==> src/rtl/rmii_rx_pkg.sv <==
`timescale 1ns/1ps
package rmii_rx_pkg;

    localparam int NIB_W   = 4;
    localparam int DIBIT_W = 2;

    typedef enum logic [1:0] {
        ST_IDLE = 2'd0,
        ST_FILL = 2'd1,
        ST_LO   = 2'd2,
        ST_HI   = 2'd3
    } rx_state_t;

endpackage

==> src/rtl/rmii_rx_nib_fifo.sv <==
`timescale 1ns/1ps
module rmii_rx_nib_fifo
    import rmii_rx_pkg::*;
#(
    parameter int DEPTH = 16,
    parameter int LW    = 5
) (
    input  logic             clk,
    input  logic             rst_n,
    input  logic             push,
    input  logic [NIB_W-1:0] din,
    input  logic             pop,
    output logic [NIB_W-1:0] head,
    output logic [LW-1:0]    level
);
    localparam int AW = (DEPTH > 1) ? $clog2(DEPTH) : 1;
    localparam logic [AW-1:0] LAST = AW'(DEPTH - 1);

    logic [NIB_W-1:0] mem [DEPTH];
    logic [AW-1:0]    wr_ptr;
    logic [AW-1:0]    rd_ptr;

    // storage has no reset; occupancy is tracked by the level counter
    always_ff @(posedge clk) begin
        if (push) begin
            mem[wr_ptr] <= din;
        end
    end

    always_ff @(posedge clk) begin
        if (!rst_n) begin
            wr_ptr <= '0;
            rd_ptr <= '0;
            level  <= '0;
        end else begin
            if (push) begin
                wr_ptr <= (wr_ptr == LAST) ? '0 : wr_ptr + 1'b1;
            end
            if (pop) begin
                rd_ptr <= (rd_ptr == LAST) ? '0 : rd_ptr + 1'b1;
            end
            unique case ({push, pop})
                2'b10:   level <= level + 1'b1;
                2'b01:   level <= level - 1'b1;
                default: level <= level;
            endcase
        end
    end

    assign head = mem[rd_ptr];

endmodule

==> src/rtl/rmii_rx_wr_guard.sv <==
`timescale 1ns/1ps
module rmii_rx_wr_guard #(
    parameter int DEPTH = 16,
    parameter int LW    = 5
) (
    input  logic          clk,
    input  logic          rst_n,
    input  logic          wr_en,
    input  logic          carrier,
    input  logic [LW-1:0] level,
    output logic          push,
    output logic          ovf_err
);
    logic full;
    logic drop_q;

    assign full = (level == LW'(DEPTH));
    assign push = wr_en && !full && !drop_q;

    // once a write hits a full buffer, the rest of the frame is discarded
    always_ff @(posedge clk) begin
        if (!rst_n) begin
            drop_q  <= 1'b0;
            ovf_err <= 1'b0;
        end else begin
            if (!carrier) begin
                drop_q <= 1'b0;
            end else if (wr_en && full) begin
                drop_q <= 1'b1;
            end
            if (wr_en && full) begin
                ovf_err <= 1'b1;
            end
        end
    end

endmodule

==> src/rtl/rmii_rx_seq.sv <==
`timescale 1ns/1ps
module rmii_rx_seq
    import rmii_rx_pkg::*;
#(
    parameter int START_LEVEL = 8,
    parameter int LW          = 5
) (
    input  logic               clk,
    input  logic               rst_n,
    input  logic               carrier,
    input  logic [LW-1:0]      level,
    input  logic               push,
    input  logic [NIB_W-1:0]   head,
    output rx_state_t          st,
    output logic               pop,
    output logic [DIBIT_W-1:0] rxd,
    output logic               crs_dv,
    output logic               unf_err
);
    localparam logic [LW-1:0] START = LW'(START_LEVEL);
    localparam logic [LW-1:0] ONE   = LW'(1);

    rx_state_t st_nxt;
    logic      more;
    logic      starve;

    // another nibble is ready after the current pop (a same-cycle write counts)
    assign more   = (level > ONE) || push;
    assign starve = (st == ST_HI) && !more && carrier;
    assign pop    = (st == ST_HI);

    always_comb begin
        st_nxt = st;
        unique case (st)
            ST_IDLE: begin
                if (carrier) st_nxt = ST_FILL;
            end
            ST_FILL: begin
                if (level >= START)        st_nxt = ST_LO;
                else if (!carrier) begin
                    if (level != '0)       st_nxt = ST_LO;
                    else                   st_nxt = ST_IDLE;
                end
            end
            ST_LO: begin
                st_nxt = ST_HI;
            end
            ST_HI: begin
                if (more)                  st_nxt = ST_LO;
                else if (carrier)          st_nxt = ST_FILL;
                else                       st_nxt = ST_IDLE;
            end
        endcase
    end

    always_ff @(posedge clk) begin
        if (!rst_n) begin
            st      <= ST_IDLE;
            unf_err <= 1'b0;
        end else begin
            st <= st_nxt;
            if (starve) begin
                unf_err <= 1'b1;
            end
        end
    end

    always_comb begin
        rxd    = '0;
        crs_dv = 1'b0;
        unique case (st)
            ST_IDLE: begin
                rxd    = '0;
                crs_dv = 1'b0;
            end
            ST_FILL: begin
                rxd    = '0;
                crs_dv = carrier;
            end
            ST_LO: begin
                rxd    = head[1:0];
                crs_dv = carrier;
            end
            ST_HI: begin
                rxd    = head[3:2];
                crs_dv = 1'b1;
            end
        endcase
    end

endmodule

==> src/rtl/rmii_rx_dibit_fmt.sv <==
`timescale 1ns/1ps
module rmii_rx_dibit_fmt
    import rmii_rx_pkg::*;
#(
    parameter int DEPTH       = 16,
    parameter int START_LEVEL = DEPTH / 2
) (
    input  logic               clk,
    input  logic               rst_n,
    input  logic               nib_wr,
    input  logic [NIB_W-1:0]   nib_data,
    input  logic               carrier_in,
    output logic [DIBIT_W-1:0] rxd,
    output logic               crs_dv,
    output logic               ovf_err,
    output logic               unf_err
);
    localparam int LW = $clog2(DEPTH + 1);

    logic             push;
    logic             pop;
    logic [LW-1:0]    level;
    logic [NIB_W-1:0] head;
    rx_state_t        st;

    rmii_rx_wr_guard #(
        .DEPTH (DEPTH),
        .LW    (LW)
    ) u_guard (
        .clk     (clk),
        .rst_n   (rst_n),
        .wr_en   (nib_wr),
        .carrier (carrier_in),
        .level   (level),
        .push    (push),
        .ovf_err (ovf_err)
    );

    rmii_rx_nib_fifo #(
        .DEPTH (DEPTH),
        .LW    (LW)
    ) u_fifo (
        .clk   (clk),
        .rst_n (rst_n),
        .push  (push),
        .din   (nib_data),
        .pop   (pop),
        .head  (head),
        .level (level)
    );

    rmii_rx_seq #(
        .START_LEVEL (START_LEVEL),
        .LW          (LW)
    ) u_seq (
        .clk     (clk),
        .rst_n   (rst_n),
        .carrier (carrier_in),
        .level   (level),
        .push    (push),
        .head    (head),
        .st      (st),
        .pop     (pop),
        .rxd     (rxd),
        .crs_dv  (crs_dv),
        .unf_err (unf_err)
    );

endmodule

==> config.mk <==
export PLATFORM = sky130hd
export DESIGN_NAME = rmii_rx_dibit_fmt
export DESIGN_NICKNAME = d
export VERILOG_FILES = /design/src/rtl/rmii_rx_pkg.sv /design/src/rtl/rmii_rx_nib_fifo.sv /design/src/rtl/rmii_rx_wr_guard.sv /design/src/rtl/rmii_rx_seq.sv /design/src/rtl/rmii_rx_dibit_fmt.sv
export SDC_FILE = /design/constraint.sdc
export NUM_CORES = 1
export LEC_CHECK = 0
export ABC_CLOCK_PERIOD_IN_PS = 2700
export BUFFER_PORTS_ARGS = -buffer_cell sky130_fd_sc_hd__buf_2
export CAP_MARGIN = 15
export CELL_PAD_IN_SITES_DETAIL_PLACEMENT = 0
export CELL_PAD_IN_SITES_GLOBAL_PLACEMENT = 1
export CORE_ASPECT_RATIO = 0.8
export CORE_MARGIN = 5
export CORE_UTILIZATION = 51
export CTS_CLUSTER_DIAMETER = 100
export DETAILED_ROUTE_END_ITERATION = 6
export PLACE_DENSITY = 0.89
export SLEW_MARGIN = 20
export SYNTH_ARGS = -nofsm -noshare
export SYNTH_HDL_FRONTEND = slang
export SYNTH_SLANG_ARGS = --single-unit
==> constraint.sdc <==
create_clock -name clk -period 2.7 [get_ports clk]
set_input_delay 0.54 -clock clk [delete_from_list [all_inputs] [get_ports clk]]
set_output_delay 0.54 -clock clk [all_outputs]
set_load 0.005 [all_outputs]
==> flow_summary.toml, run 1 <==
[critical_path]
setup.worst_path.class = "reg -> out"
cp_slowest_stage_delay_ns = 0.46
cp_cell_sequence = "buf_12, mux2i_1, a22oi_1, and4b_1, a31oi_1, o311ai_0, buf_2"
reg2regPathDepth = 10
required_ns = 2.16
cp-start-kind = "flip-flop"
cp_max_fo = 13
crit_slowest_cell = "dfxtp_4"
worstPathArrival_ns = 2.12
critical_path.endpoint_type = "output pin"

[logic_synthesis]
yosysTopAreaCell = "edfxtp_1"
synth_seq_area_share = 0.628
synthCells = 282
synth_top_area_frac = 0.511
ys_seq_elements = 86
syn_avg_cell_area_um2 = 13.3
synth_area_leaders = "edfxtp_1 (51%), dfxtp_1 (12%), mux2i_1 (9.0%)"
synth_nets = 305
synth_area_um2 = 3760
synth_cell_types = 43
ys_warn_count = 0

[final_layout]
nets = 325
final_cell_mix = "edfxtp_1 (64), mux2i_1 (34), dfxtp_1 (21)"
diodes = 0
synthToLayoutAreaGrowth_pct = 10.4
layout_commonest_cell = "edfxtp_1"
drive_gt1_frac = 0.130
stdcell_count = 397

[timing]
timing.fmax_ghz = 0.376
whs_ns = 0.449
worst_pin_slew_ns = 0.566
slew_headroom = 0.620
period_share = 0.986
finalHoldViolCount = 0
clock-skew-final_ns = 0.00651
slew_viol_final = 0
finalSetupViolCount = 0
period_needed_ns = 2.66

[detailed_routing]
avgRoutedWirePerCell_um = 17.9
ant_nets = 0
drc = 0
vias = 2232
first_pass_iters = 5
wirelength_mm = 7.09
drt_iter0_drc = 130
drt-vias-per-instance = 5.62

[clock_network]
cts_buffer_depth = 2
cts_tree = "yes"
cts.clk_slew.worst_paths_ns = 0.09
htreeDepth = 3
clockRootBuffer = "clkbuf_8"
cts_sinks = 86
clk_latency_ns = 0.36
cts_buffers = 9
postCtsHoldBufs = 0

[grt]
grt_start_max_net_pins = 26
grt_antenna_before_repair = 0
grt_pass1_vias = 2264
grt_overflow = 0
grt_usage = 0.165
grt_pass1_wl_mm = 11.4

[power_and_ir_drop]
powerDensity_nw_per_um2 = 589
p_leak_nw = 1.41
power_frac_comb = 0.059
peakVddDrop_uv = 339
power.switching_mw = 0.598
clkPwrFrac = 0.348
intPower_mw = 1.85
switching_share = 0.244
power_frac_seq = 0.593

[floorplanning]
num_rows = 28
die_height_um = 86.8
die_w_um = 106
core_area_um2 = 7290
io_pins = 13
dieArea_um2 = 9210
initial_core_util = 0.516

[worst_hold_path]
hp-class = "in -> reg"
whs_path_depth = 2

[placement]
hpwl_mm = 4.86
dp.cells = 380
place.gp.congestion = 0.777
port_buffers = 12

[run_status]
status = "completed"

[job]
drv_cap = 0
kinds of logic after synthesis:
| kind of cell | synth area share |
|---|---|
| fa+ha+maj | 0.0499 |
| flops | 0.628 |
| mux | 0.0905 |
| compound gates | 0.0945 |
| simple gates | 0.0954 |
| xor+xnor | 0.0140 |
| buf+inv | 0.0279 |
per-stage QoR:
step	TNS (ns)	power [mW]	util	setup WS (ns)	instance area, um^2
after detailed placement	0	1.62	0.540	0.275	3940
after global placement	0	1.62	0.540	0.340	3940
after global routing	-0.0120	2.54	0.570	-0.0120	4150
final	0	2.45	0.570	0.0381	4150
after floorplan	0	1.57	-	0.485	3760
after CTS	0	2.47	0.567	0.0577	4130
flip-flops by register name (all words and copies together), names as in the netlist, named ones only:
signal and flops:
u_fifo.level 5, u_fifo.mem 64, u_fifo.rd_ptr 4, u_fifo.wr_ptr 4, u_guard.drop_q 1, u_guard.ovf_err 1, u_seq.st 2, u_seq.unf_err 1
synth_stat cells, drive strengths merged:
cell type,number
a21boi,1
a21oi,9
a22oi,14
a311oi,3
a31oi,3
a41o,1
and2,8
and3,1
and4b,2
buf,8
clkbuf,3
dfxtp,22
edfxtp,64
ha,15
inv,11
mux2i,34
nand2,17
nand2b,2
nand3,3
nand4,3
nor2,20
nor2b,6
nor3,5
nor4b,1
nor4bb,1
o2111ai,1
o211a,1
o21a,4
o21ai,5
o21bai,1
o311a,1
o311ai,2
o31ai,1
o32ai,1
or3,1
or4,1
xnor2,5
xor2,1
routing by layer:
layer | GRT usage | vias to the layer above | wire [um]
li1 | - | 1098 | -
met1 | 0.210 | 1079 | 3270
met2 | 0.266 | 50 | 3350
met3 | 0.0469 | 5 | 393
met4 | 0.0694 | 0 | 76
met5 | 0 | - | 0
final timing paths:
kind | to | startpoint | slack (ns)
max | rxd[1] | flip-flop | 0.04
min | u_guard.drop_q | carrier_in | 0.45
max reg2reg | u_fifo.level[3] | u_fifo.level[0] | 0.24
min reg2reg | u_seq.unf_err | u_seq.unf_err | 0.47
cell type report:
class	count	area, um^2
flip-flops and latches	86	2370
repair buffers	20	150
well taps	90	113
multi-input cells	174	1290
clock buffers	9	124
inverters	11	41.3
fillers	601	3130
clock inverters	7	65.1
power by group through the flow:
stage | Sequential [mW] | Combinational (mW) | Clock (mW)
2_1_floorplan | 1.48 | 0.0929 | 0
3_5_place_dp | 1.48 | 0.142 | 0
5_1_grt | 1.45 | 0.162 | 0.919
3_3_place_gp | 1.48 | 0.137 | 0
4_1_cts | 1.45 | 0.144 | 0.873
6_report | 1.45 | 0.144 | 0.851
worst max-delay path: cells and delay by family (launching register included):
| family | cells | cell delay [ns] |
|---|---|---|
| compound gates | 3 | 0.48 |
| buf+inv | 2 | 0.37 |
| flops | 1 | 0.46 |
| mux | 1 | 0.19 |
| simple gates | 1 | 0.26 |
timing repair:
item | CTS | global route
gates cloned | 0 | 1
resized for setup | 1 | 0
buffers inserted | 0 | 0
endpoints found under the setup margin | 1 | 1
Note: power is estimated with default switching activity, not from simulation.
==> run 2: changes to the inputs <==
RECOVER_POWER = 100   (was not set)
==> flow_summary.toml, run 2 (same netlist as run 1, synthesis figures left out) <==
[final_layout]
synthToLayoutAreaGrowth_pct = 9.98
largest_register_ff_count = 64
nets = 325
top_regs = "u_fifo.mem (64), u_fifo.level (5)"
multi_input_area_um2 = 1290
num-fill-cells = 608
diodes = 0
layout_commonest_cell = "edfxtp_1"
utilization = 0.568
largest_register = "u_fifo.mem"
final_cell_mix = "edfxtp_1 (64), mux2i_1 (34), dfxtp_1 (21)"
drive_gt1_frac = 0.101
seqCellArea_um2 = 2370

[timing]
period_share = 0.987
worst_pin_slew_ns = 0.801
clock-skew-final_ns = 0.00838
period_needed_ns = 2.67
whs_ns = 0.452
final.setup.tns_ns = 0
slew_headroom = 0.466
finalSetupViolCount = 0
slew_viol_final = 0
timing.fmax_ghz = 0.375
finalHoldViolCount = 0

[floorplanning]
initial_core_util = 0.516
core_area_um2 = 7290
die_height_um = 86.8
dieArea_um2 = 9210
io_pins = 13
die_w_um = 106
num_rows = 28

[power_and_ir_drop]
powerDensity_nw_per_um2 = 591
peakVddDrop_uv = 338
p_leak_nw = 1.37
finalPower_mw = 2.45

[detailed_routing]
vias = 2252
drt-vias-per-instance = 5.67
avgRoutedWirePerCell_um = 17.8
ant_nets = 0
drc = 0
drt_iter0_drc = 117
wirelength_mm = 7.07
first_pass_iters = 5

[critical_path]
crit_slowest_cell = "dfxtp_4"
endpoint = "rxd[1]"
cp_top_family = "compound AO/OA/AOI/OAI gates"
reg2reg_to = "u_fifo.level[3]"
cp_max_fo = 13
cp_cell_sequence = "buf_12, mux2i_1, a22oi_1, and4b_1, a31oi_1, o311ai_0, buf_2"
regToRegSetupSlack_ns = 0.24
rr_startpoint = "u_fifo.level[0]"
reg2regPathDepth = 10
critical_path.endpoint_type = "output pin"
path_depth = 7
cp-start-kind = "flip-flop"
required_ns = 2.16
cp_slowest_stage_delay_ns = 0.46
critPathBufInv = 2
worstPathArrival_ns = 2.13
setup.worst_path.class = "reg -> out"

[placement]
port_buffers = 12
place.gp.congestion = 0.777
hpwl_mm = 4.86

[clock_network]
cts_buffers = 9
cts_buffer_depth = 2
cts_setup_buffers = 0
postCtsHoldBufs = 0
cts_sinks = 86
clockRootBuffer = "clkbuf_8"
cts.clk_slew.worst_paths_ns = 0.09
cts_tree = "yes"
htreeDepth = 3
clk_latency_ns = 0.36

[job]
drv_cap = 0

[grt]
grt_start_max_net_pins = 26
grt_pass1_vias = 2264
grt_pass1_wl_mm = 11.4
grt_antenna_before_repair = 0
grt_overflow = 0
grt_usage = 0.165

[worst_hold_path]
hp-class = "in -> reg"

[run_status]
status = "completed"
[run 2: worst register-to-register path, stage by stage, from the launching register on]
cell and delay, ns:
dfxtp_1 0.47, inv_1 0.11, ha_1 0.27, a311oi_4 0.46, inv_2 0.09, ha_1 0.29, nor4b_1 0.17, a31oi_1 0.15
nor2_1 0.07, xor2_1 0.14, and2_1 0.15
[run 2: area by class of cell]
type                    instances  share of cell area
inverters                      11             0.00998
clock buffers                   9              0.0299
well taps                      90              0.0272
flip-flops and latches         86               0.572
repair buffers                 20              0.0324
clock inverters                 7              0.0157
multi-input cells             174               0.313
[run 2: layer usage]
| metal | global-route usage | up-vias | part of all wire | wire length [um] |
|---|---|---|---|---|
| met2 | 0.266 | 46 | 0.47 | 3320 |
| met3 | 0.0469 | 11 | 0.051 | 362 |
| met4 | 0.0694 | 0 | 0.018 | 127 |
| met5 | 0 | - | 0 | 0 |
| li1 | - | 1100 | - | - |
| met1 | 0.210 | 1095 | 0.46 | 3260 |
[run 2: how the worst min path moves through the flow]
stage / cells past startpoint / end / from
floorplan: 1 / u_seq.unf_err / u_seq.unf_err
global placement: 1 / u_seq.unf_err / u_seq.unf_err
detailed placement: 1 / u_seq.unf_err / u_seq.unf_err
CTS: 2 / u_guard.drop_q / carrier_in
global route: 2 / u_guard.drop_q / carrier_in
finish: 2 / u_guard.drop_q / carrier_in
[run 2: where the power goes]
| group | switching, mW | internal [mW] |
|---|---|---|
| registers | 0.0160 | 1.44 |
| logic | 0.0890 | 0.0521 |
| clock network | 0.495 | 0.358 |
[run 2: repair_timing]
action | 4_1_cts | 5_1_grt
cloned | 0 | 1
gates resized for setup | 1 | 0
endpoints found under the setup margin | 1 | 1
[run 2: metrics by stage]
step           instances  instance area [um^2]  worst slack (ns)
2_1_floorplan        282                  3760             0.485
5_1_grt              397                  4140           -0.0120
3_5_place_dp         380                  3940             0.275
4_1_cts              396                  4130            0.0577
3_3_place_gp         380                  3940             0.340
6_report             397                  4140            0.0339
